--- config.mk ---
export PLATFORM = sky130hd
export DESIGN_NAME = tmr_pair8
export DESIGN_NICKNAME = d
export VERILOG_FILES = /design/src/rtl/tmr_pair_pkg.sv /design/src/rtl/tmr_cfg.sv /design/src/rtl/tmr_count.sv /design/src/rtl/tmr_outff.sv /design/src/rtl/tmr_pair8.sv
export SDC_FILE = /design/constraint.sdc
export NUM_CORES = 1
export LEC_CHECK = 0
export ABC_AREA = 1
export BUFFER_PORTS_ARGS = -buffer_cell sky130_fd_sc_hd__buf_2
export CORE_MARGIN = 5
export CORE_UTILIZATION = 55
export CTS_CLUSTER_DIAMETER = 150
export DETAILED_ROUTE_END_ITERATION = 10
export PLACE_DENSITY = 0.77
export SLEW_MARGIN = 20
export SYNTH_ARGS = -nofsm -noshare
export SYNTH_HDL_FRONTEND = slang
export SYNTH_SLANG_ARGS = --single-unit
--- constraint.sdc ---
create_clock -name clk -period 3.85 [get_ports clk]
set_input_delay 0.1925 -clock clk [delete_from_list [all_inputs] [get_ports clk]]
set_output_delay 0.1925 -clock clk [all_outputs]
set_load 0.05 [all_outputs]
--- src/rtl/tmr_pair_pkg.sv ---
package tmr_pair_pkg;

    typedef enum logic [1:0] {
        MD_SPLIT = 2'b00,
        MD_WIDE  = 2'b01,
        MD_PPG   = 2'b10,
        MD_PWM   = 2'b11
    } tmr_mode_e;

    typedef enum logic [1:0] {
        FF_FLIP = 2'b00,
        FF_SET  = 2'b01,
        FF_CLR  = 2'b10,
        FF_HOLD = 2'b11
    } ff_cmd_e;

    typedef struct packed {
        logic split0;
        logic split1;
        logic wide;
        logic ppg_lo;
        logic ppg_hi;
        logic pwm_hit;
        logic pwm_wrap;
    } tmr_evt_t;

    function automatic logic apply_cmd(input ff_cmd_e c, input logic cur);
        case (c)
            FF_FLIP: return ~cur;
            FF_SET:  return 1'b1;
            FF_CLR:  return 1'b0;
            default: return cur;
        endcase
    endfunction

endpackage

--- src/rtl/tmr_cfg.sv ---
module tmr_cfg
    import tmr_pair_pkg::*;
#(
    parameter int W = 8
) (
    input  logic         clk,
    input  logic         rst,
    input  logic         run0,
    input  logic         run1,
    input  logic         mode_wr,
    input  tmr_mode_e    mode_in,
    input  logic         wr_cmp0,
    input  logic         wr_cmp1,
    input  logic [W-1:0] wr_data,
    input  logic         dbuf_en,
    input  logic         pwm_wrap,
    output tmr_mode_e    mode,
    output logic [W-1:0] cmp0,
    output logic [W-1:0] cmp1
);
    tmr_mode_e    mode_q;
    logic [W-1:0] cmp0_q, cmp1_q, hold_q;

    always_ff @(posedge clk) begin
        if (rst) begin
            mode_q <= MD_SPLIT;
            cmp0_q <= '0;
            cmp1_q <= '0;
            hold_q <= '0;
        end else begin
            if (mode_wr && !run0 && !run1)
                mode_q <= mode_in;
            if (wr_cmp1)
                cmp1_q <= wr_data;
            if (wr_cmp0) begin
                if (dbuf_en) hold_q <= wr_data;
                else         cmp0_q <= wr_data;
            end
            if (dbuf_en && pwm_wrap)
                cmp0_q <= hold_q;
        end
    end

    assign mode = mode_q;
    assign cmp0 = cmp0_q;
    assign cmp1 = cmp1_q;

    // a mode write while either channel runs has no effect
    assert_mode_locked_R1: assert property (@(posedge clk) disable iff (rst)
        (run0 || run1) |=> $stable(mode_q));

    // a deferred write leaves the active threshold untouched
    assert_dbuf_defer_R8: assert property (@(posedge clk) disable iff (rst)
        (dbuf_en && wr_cmp0 && !pwm_wrap) |=> $stable(cmp0_q));

endmodule

--- src/rtl/tmr_count.sv ---
module tmr_count
    import tmr_pair_pkg::*;
#(
    parameter int W = 8
) (
    input  logic         clk,
    input  logic         rst,
    input  tmr_mode_e    mode,
    input  logic         run0,
    input  logic         run1,
    input  logic         tick0,
    input  logic         tick1,
    input  logic         chain1,
    input  logic [W-1:0] cmp0,
    input  logic [W-1:0] cmp1,
    output tmr_evt_t     evt,
    output logic         irq0,
    output logic         irq1
);
    localparam int WW = 2 * W;

    logic [W-1:0]  c0_q, c1_q, c0_d, c1_d, n0, n1;
    logic [WW-1:0] n16, lim16;
    logic          en0, en1;
    logic          s0, s1, wd, plo, phi, mhit, mwrap;
    logic          irq0_q, irq1_q;

    assign n0    = c0_q + W'(1);
    assign n1    = c1_q + W'(1);
    assign n16   = {c1_q, c0_q} + WW'(1);
    assign lim16 = {cmp1, cmp0};
    assign en0   = run0 && tick0;

    always_comb begin
        s0 = 1'b0; s1 = 1'b0; wd = 1'b0; plo = 1'b0; phi = 1'b0;
        mhit = 1'b0; mwrap = 1'b0; en1 = 1'b0;
        c0_d = c0_q;
        c1_d = c1_q;
        case (mode)
            MD_SPLIT: begin
                s0  = en0 && (n0 == cmp0);
                en1 = run1 && (chain1 ? s0 : tick1);
                s1  = en1 && (n1 == cmp1);
                if (en0) c0_d = s0 ? '0 : n0;
                if (en1) c1_d = s1 ? '0 : n1;
            end
            MD_WIDE: begin
                wd = en0 && (n16 == lim16);
                if (en0) {c1_d, c0_d} = wd ? '0 : n16;
            end
            MD_PPG: begin
                plo = en0 && (n0 == cmp0);
                phi = en0 && (n0 == cmp1);
                if (en0) c0_d = phi ? '0 : n0;
                c1_d = '0;
            end
            default: begin
                mhit  = en0 && (n0 == cmp0);
                mwrap = en0 && (c0_q == '1);
                if (en0) c0_d = n0;
                c1_d = '0;
            end
        endcase
        if (!run0) begin
            c0_d = '0;
            if (mode != MD_SPLIT) c1_d = '0;
        end
        if (!run1 && mode == MD_SPLIT) c1_d = '0;
    end

    always_ff @(posedge clk) begin
        if (rst) begin
            c0_q   <= '0;
            c1_q   <= '0;
            irq0_q <= 1'b0;
            irq1_q <= 1'b0;
        end else begin
            c0_q   <= c0_d;
            c1_q   <= c1_d;
            irq0_q <= s0 || plo || phi || mhit;
            irq1_q <= s1 || wd;
        end
    end

    assign evt  = '{split0: s0, split1: s1, wide: wd, ppg_lo: plo,
                    ppg_hi: phi, pwm_hit: mhit, pwm_wrap: mwrap};
    assign irq0 = irq0_q;
    assign irq1 = irq1_q;

    // a stopped channel sits at zero
    assert_stop_zero_R9: assert property (@(posedge clk) disable iff (rst)
        !run0 |=> (c0_q == '0));

    // the interrupt cycle follows the clearing edge
    assert_irq_clear_R2: assert property (@(posedge clk) disable iff (rst)
        (irq0_q && mode == MD_SPLIT) |-> (c0_q == '0));

    // channel 1 is silent in pulse and PWM modes
    assert_no_irq1_R5: assert property (@(posedge clk) disable iff (rst)
        (mode == MD_PPG || mode == MD_PWM) |-> !irq1_q);

    // only the combined match interrupts in 16-bit mode
    assert_wide_quiet_R4: assert property (@(posedge clk) disable iff (rst)
        (mode == MD_WIDE) |-> !irq0_q);

endmodule

--- src/rtl/tmr_outff.sv ---
module tmr_outff
    import tmr_pair_pkg::*;
(
    input  logic     clk,
    input  logic     rst,
    input  tmr_evt_t evt,
    input  logic     cmd_wr,
    input  ff_cmd_e  cmd,
    output logic     q
);
    logic q_q, q_d, flip;

    assign flip = evt.split1 || evt.wide || (evt.ppg_lo ^ evt.ppg_hi);

    always_comb begin
        q_d = q_q;
        if (flip)              q_d = ~q_q;
        if (evt.pwm_wrap)      q_d = 1'b1;
        else if (evt.pwm_hit)  q_d = 1'b0;
        if (cmd_wr)            q_d = apply_cmd(cmd, q_q);
    end

    always_ff @(posedge clk) begin
        if (rst) q_q <= 1'b0;
        else     q_q <= q_d;
    end

    assign q = q_q;

    // set and clear commands land on the next edge
    assert_cmd_set_R7: assert property (@(posedge clk) disable iff (rst)
        (cmd_wr && cmd == FF_SET) |=> q_q);
    assert_cmd_clr_R7: assert property (@(posedge clk) disable iff (rst)
        (cmd_wr && cmd == FF_CLR) |=> !q_q);

    // a PWM wrap raises the output
    assert_pwm_wrap_R6: assert property (@(posedge clk) disable iff (rst)
        (evt.pwm_wrap && !cmd_wr) |=> q_q);

endmodule

--- src/rtl/tmr_pair8.sv ---
module tmr_pair8
    import tmr_pair_pkg::*;
#(
    parameter int W = 8
) (
    input  logic         clk,
    input  logic         rst,
    input  logic         tick0,
    input  logic         tick1,
    input  logic         chain1,
    input  logic         run0,
    input  logic         run1,
    input  logic         mode_wr,
    input  logic [1:0]   mode_in,
    input  logic         wr_cmp0,
    input  logic         wr_cmp1,
    input  logic [W-1:0] wr_data,
    input  logic         dbuf_en,
    input  logic         ff_wr,
    input  logic [1:0]   ff_cmd,
    output logic         irq0,
    output logic         irq1,
    output logic         tout
);
    tmr_mode_e    mode;
    logic [W-1:0] cmp0, cmp1;
    tmr_evt_t     evt;

    tmr_cfg #(.W(W)) u_cfg (
        .clk(clk), .rst(rst), .run0(run0), .run1(run1),
        .mode_wr(mode_wr), .mode_in(tmr_mode_e'(mode_in)),
        .wr_cmp0(wr_cmp0), .wr_cmp1(wr_cmp1), .wr_data(wr_data),
        .dbuf_en(dbuf_en), .pwm_wrap(evt.pwm_wrap),
        .mode(mode), .cmp0(cmp0), .cmp1(cmp1)
    );

    tmr_count #(.W(W)) u_count (
        .clk(clk), .rst(rst), .mode(mode), .run0(run0), .run1(run1),
        .tick0(tick0), .tick1(tick1), .chain1(chain1),
        .cmp0(cmp0), .cmp1(cmp1), .evt(evt), .irq0(irq0), .irq1(irq1)
    );

    tmr_outff u_outff (
        .clk(clk), .rst(rst), .evt(evt), .cmd_wr(ff_wr),
        .cmd(ff_cmd_e'(ff_cmd)), .q(tout)
    );

endmodule

* Word level (Yosys, flattened, before mapping)
Cells that the tools add are included.
** Word-level totals
- Output and inout port bits :: 3
- Latch bits :: 0
- Bits in registers :: 45
- RAM bits :: 0
- Memories kept :: 0
- Bits in read-only memories :: 0
- Logic and storage cells :: 85
- Bits of input ports :: 24
** Cells by class
- Eq/ne operators :: 11
- Divide/modulo/power cells :: 0
- $mul :: 0
- Add/subtract/negate cells :: 3
- Bitwise gates (word level) :: 3
- Shift operators :: 0
- Order comparisons :: 0
- Muxes and demuxes :: 30
- Reduce and logical (&&, ||, !) cells :: 29
** Operators by type and width (number)
- $mux 8 :: 14
- $eq 8x8->1 :: 3
- $pmux 8 s3 :: 1
- $add 16x1->16 const B :: 1
- $add 8x1->8 const B :: 2
- $eq 16x16->1 :: 1
- $mux 16 :: 1
- $pmux 8 s2 :: 1
- $mux 1 :: 12
- $logic_and 1x1->1 :: 11
- $eq 8x8->1 const B :: 1
- $reduce_and 2->1 :: 3
- $logic_or 1x1->1 :: 5
- $eq 2x1->1 const B :: 2
- $eq 2x2->1 const B :: 2
- $logic_not 2->1 :: 2
- $ne 4x1->1 const B :: 1
- $reduce_bool 2->1 :: 2
- $reduce_bool 4->1 :: 1
- $reduce_or 2->1 :: 2
- $pmux 1 s3 :: 1
- $reduce_or 3->1 :: 1
- $logic_not 1->1 :: 2
- $ne 2x1->1 const B :: 1
- 2 further kinds :: 3

* Longest topological paths before layout
- Word-level depth :: 13
- Mapped depth :: 18
- Mapped depth without buffers :: 18

* Cells and area by module
A second synthesis with hierarchy kept.
** Unflattened totals
- Cells, all modules :: 633
- Area, all modules :: 3644.7 sq um
** By module, submodules not included
- tmr_count :: instances 1, area each 2372.3 sq um, cells each 449, seq. area each 360.3 sq um
- tmr_cfg :: instances 1, area each 1094.8 sq um, cells each 153, seq. area each 520.5 sq um
- tmr_outff :: instances 1, area each 177.7 sq um, cells each 31, seq. area each 20.0 sq um

* Worst setup path before layout
No wires, ideal clock.
- Path kind :: reg-to-reg
- From :: register u_count.c0_q[0]
- To :: register u_count.c0_q[2]
- Data required time :: 3.729 ns
- Path slack :: 1.784 ns
- Cell stages (with the launch flop) :: 14
- Arrival time :: 1.944 ns
- Clock period less this slack :: 2.066 ns
- Setup time :: 0.121 ns
- Path buffers :: 0
- Cell sequence :: dfxtp_1 -> ha_1 -> nand2_2 -> nor2_4 -> nand2_2 -> o21ai_1 -> or2_0 -> nand3_1 -> nor2_2 -> nand3_4 -> nand2_2 -> nand2_4 -> nand3b_1 -> a21oi_1
** Between the ends
- Cells in the longest elaborated chain, start to end :: 6
- Elaborated cells between the ends (all ways) :: 16
- Classes of those cells :: add/sub: 2; eq/ne: 3; mux: 8; reduce/logical: 3
** Ends and longest elaborated chain
- from (decl) :: RTL line tmr_count.sv:22 : logic [W-1:0] c0_q, c1_q, c0_d, c1_d, n0, n1;
- from (signal assigned) :: RTL line tmr_count.sv:73 : c0_q <= '0;
- from (signal assigned) :: RTL line tmr_count.sv:78 : c0_q <= c0_d;
- $add 16x1->16 or $add 8x1->8 (tied branches) :: RTL line tmr_count.sv:30, tmr_count.sv:28
- $eq 16x16->1 (tied with other cells) :: RTL line tmr_count.sv:48 : wd = en0 && (n16 == lim16);
- $logic_and 1x1->1, on equally long branches :: RTL line tmr_count.sv:48, tmr_count.sv:41, tmr_count.sv:53
- $mux 16 (tied with other cells) :: RTL line tmr_count.sv:49 : if (en0) {c1_d, c0_d} = wd ? '0 : n16;
- $mux 8, on equally long branches :: RTL line tmr_count.sv:49, tmr_count.sv:44, tmr_count.sv:54
- $pmux 8 s3 (*) :: RTL line tmr_count.sv:39 : case (mode)
Mark *: on every way between the ends. The rest lies on a longest branch, timed or not. The select of a mux whose other input is x is not followed.
A chain may end at the register's enable or synchronous reset.

* Final worst setup path
- From :: register u_count.c0_q[0]
- To :: register u_count.c1_q[0]
** Between the ends
- Cells in the longest elaborated chain, start to end :: 11
- Elaborated cells between the ends (all ways) :: 16
- Classes of those cells :: add/sub: 2; eq/ne: 2; mux: 8; reduce/logical: 4
** Ends and longest elaborated chain
- $add 8x1->8 :: RTL line tmr_count.sv:28 : assign n0 = c0_q + W'(1);
- $eq 8x8->1 :: RTL line tmr_count.sv:41 : s0 = en0 && (n0 == cmp0);
- $logic_and 1x1->1 :: RTL line tmr_count.sv:41
- $mux 1 :: RTL line tmr_count.sv:42 : en1 = run1 && (chain1 ? s0 : tick1);
- $logic_and 1x1->1 :: RTL line tmr_count.sv:42
- $logic_and 1x1->1 :: RTL line tmr_count.sv:43 : s1 = en1 && (n1 == cmp1);
- $mux 8 (2 in a row) :: RTL line tmr_count.sv:45 : if (en1) c1_d = s1 ? '0 : n1;
- $pmux 8 s2 (*) :: RTL line tmr_count.sv:39
- $mux 8 :: RTL line tmr_count.sv:66 : if (mode != MD_SPLIT) c1_d = '0;
- $mux 8 (*) :: RTL line tmr_count.sv:64 : if (!run0) begin
- to (signal assigned) :: RTL line tmr_count.sv:74 : c1_q <= '0;
- to (signal assigned) :: RTL line tmr_count.sv:79 : c1_q <= c1_d;
- to (decl) :: RTL line tmr_count.sv:22
Mark *: on every way between the ends. The rest lies on a longest branch, timed or not.

==> results.md <==
- TritonCTS buffer count: 5
- CTS H-tree depth: 2
- Most frequent cells in the layout: nand2_1, inv_1, nor2_1, a21oi_1, nand3_1
- RSZ-0062 raised after global routing: false
- Reg clk slew, reported paths: 0.10 ns
- DR vias/cell: 5.591
- Starting Density: 0.5684
- Detail Route met2 WL: 3.865 mm
- Slew @ Worst Pin: 0.7684 ns
- Placed cells: 603
- VDD IR-drop max: 0.2966 mV
- CTS tree: built
- Core ar.: 5540 sq um
- Worst Path Required: 4.03 ns
- Slew Viols, Final: 0
- DR top layer: met4
- # rows: 27
- Total I/O pin count: 27
- Number of global-route vias before repair: 3138
- Register area: 900.9 sq um
- Maxcap violations: 0
- Gate Count Post-Synth: 513
- Post-synthesis async set-or-reset flop share: 0
- Floorplan die height: 85.67 microns
- Distinct cell type count after synthesis: 36
- Synth area leaders: dfxtp_1, nand2_1, a21oi_1
- Post-route setup TNS: 0 ns
- LEAKAGE: 1.483 nW
- Sequential element share of the synthesized area: 0.2861
- Die area: 7339 sq um
- Gpl congestion: 1.019
- CP max-delay cell: dfxtp_1
- Clock latency on the worst-skew pair: 0.31 ns
- R2r setup slk: 1.18 ns
- Vias: 3416
- Crit path largest cell delay: 0.48 ns
- Largest net degree at the start of global routing: 20
- First-pass GRT wire length: 14.72 mm
- Multi-input logic area: 1939 sq um
- Endpoint type of the worst setup path: register
- Status: finished, final reports clean
- Mapped Nets: 541
- Clock sinks: 45
- DP HPWL: 6.815 mm
- Hold Violations, Final: 0
- Skew final: 0.005871 ns
- Critical path startpoint category: register
- Clock share of power: 0.326
- Area Overhead vs Synth: 8.979%
- Mapped cell area: 3149 sq um
- Max Root-Sink Buffers: 2
- Fin nets: 566
- Crit Path Category: reg -> reg
- Postcts setup bufs: 0
- Flop pwr share: 0.509
- Switching Fraction: 0.3146
- Most common cell after layout, fill and taps aside: nand2_1
- WL/cell: 13.99 microns
- Met3 WL post-DR: 726 microns
- Filler cells: 559
- Inserted Diodes: 0
- Tmin final: 2.666 ns
- Period utilization: 0.6925
- Post-synth EDFFs: 0
- Share of cells above drive strength 1: 0.1187
- Total GRT Usage: 0.2447
- Share of the synthesized area in the top cell type: 0.2861
- Most used DFF post-synth: dfxtp_1
- Die width: 85.67 microns
- Initial antenna violation count: 0
- Fmax achieved: 375.1 MHz
- Total grt overflow: 0
- Port Buf Inserts: 26
- Fin cells: 611
- FF+latch count, synth: 45
- Post_cts resized: 0
- Syn. warnings: 0
- Detailed Routing Iterations Pass 1: 5
- Drt total wl: 8.550 mm
- NetSw: 0.3107 mW
- Area leader, netlist: dfxtp_1
- Setup violations, final: 0
- Max Fanout on Critical Path: 12
- Clock root cell: clkbuf_8
- DRT antenna net count: 0
- Crit path arrival time: 2.84 ns
- Remaining routing DRC violations: 0
- HP Class: in -> reg
- Combinational group share of total power: 0.165
- Cell Chain, Critical Path: ha_1, nand2_2, o21bai_1, nand2_1, nand2_1, nand2_1, nor2_2, nand3_2, nand2_2, nand2_2, inv_2, nand2_1, nand2_2, inv_4, nand3_1, a21oi_1
- Worst rel slew slack: 0.4858
- Power Total: 0.9874 mW
- Power Density: 287.7 nW/um^2
- Syn avg cell area: 6.139 sq um
- Hold-fix buffers, CTS: 0
- Number of DRC markers in iteration 0: 375
- Post-Route M1 WL: 3.689 mm
- Internal power: 0.6768 mW
## metrics by stage
step                      area [sq um]    util  setup WS [ns]  hold WS, ns
after global routing              3432  0.6195         0.9588       0.1402
final                             3432  0.6195          1.184       0.1470
after floorplan                   3149       -          1.784       0.3274
after CTS                         3432  0.6195          1.215       0.1350
after global placement            3337  0.6023          1.352       0.4404
after detailed placement          3337  0.6023          1.244       0.4514
## Yosys cell counts (3+ instances only)
cell type  instances
a21oi_1           51
clkbuf_1           6
dfxtp_1           45
ha_1               4
inv_1             64
inv_2              3
nand2_1          142
nand2_2            9
nand3_1           47
nand3b_1           5
nand4_1            6
nor2_1            51
nor2_2             3
nor2_4             3
o21ai_0           27
o21ai_1            7
o21ai_2            4
o22ai_1            6
xnor2_1            3
xor2_1             7
## layer usage
layer	global-route usage	vias up
li1	-	1711
met1	0.3261	1514
met2	0.3955	168
met3	0.03746	23
met4	0.09784	0
met5	0	-
## cells by family (layout without fill, tap and decap cells)
group           count (synthesis)  in the layout  synth area share
flops                          45             45            0.2861
simple gates                  272            272            0.3826
xor+xnor                       13             13           0.04728
buf+inv                        79            105           0.09813
compound gates                100            100            0.1700
fa+ha+maj                       4              4           0.01589
## sequential cells by signal (all words and copies together) (netlist names)
signal and count:
u_outff.q 1, u_count.c0_q 8, u_cfg.mode 2, u_cfg.cmp0 8
u_count.irq1 1, u_count.c1_q 8, u_cfg.hold_q 8, u_cfg.cmp1 8
u_count.irq0 1
## final timing paths
kind | start | endpoint | cells past startpoint
worst min register to register | u_cfg.hold_q[0] | u_cfg.hold_q[0] | 2
worst max register to register | u_count.c0_q[0] | u_count.c1_q[0] | 16
worst min-delay path | wr_data[4] | u_cfg.cmp1[4] | 3
worst max-delay path | u_count.c0_q[0] | u_count.c1_q[0] | 16
## power by group through the flow
stage               Combinational, mW  Sequential, mW  Clock (mW)
finish                          0.163           0.502       0.322
global route                    0.184           0.505       0.351
CTS                             0.161           0.502       0.330
detailed placement              0.161           0.513           0
global placement                0.158           0.512           0
floorplan                       0.113           0.510           0
## critical path: cells and delay by family, from the launching register on
kind	cells	cell delay [ns]
AOI/OAI and AO/OA	2	0.31
DFF	1	0.48
and+or+nand+nor	11	1.27
adders and majority gates	1	0.24
buffers and inverters	2	0.23
## area by class of cell
class / instances / share of cell area
multi-input cells: 389 / 0.5651
clock buffers: 5 / 0.02005
clock inverters: 3 / 0.007656
inverters: 69 / 0.07619
well taps: 72 / 0.02625
repair buffers: 28 / 0.04229
flip-flops and latches: 45 / 0.2625
Power figures use the tool's default switching activity.
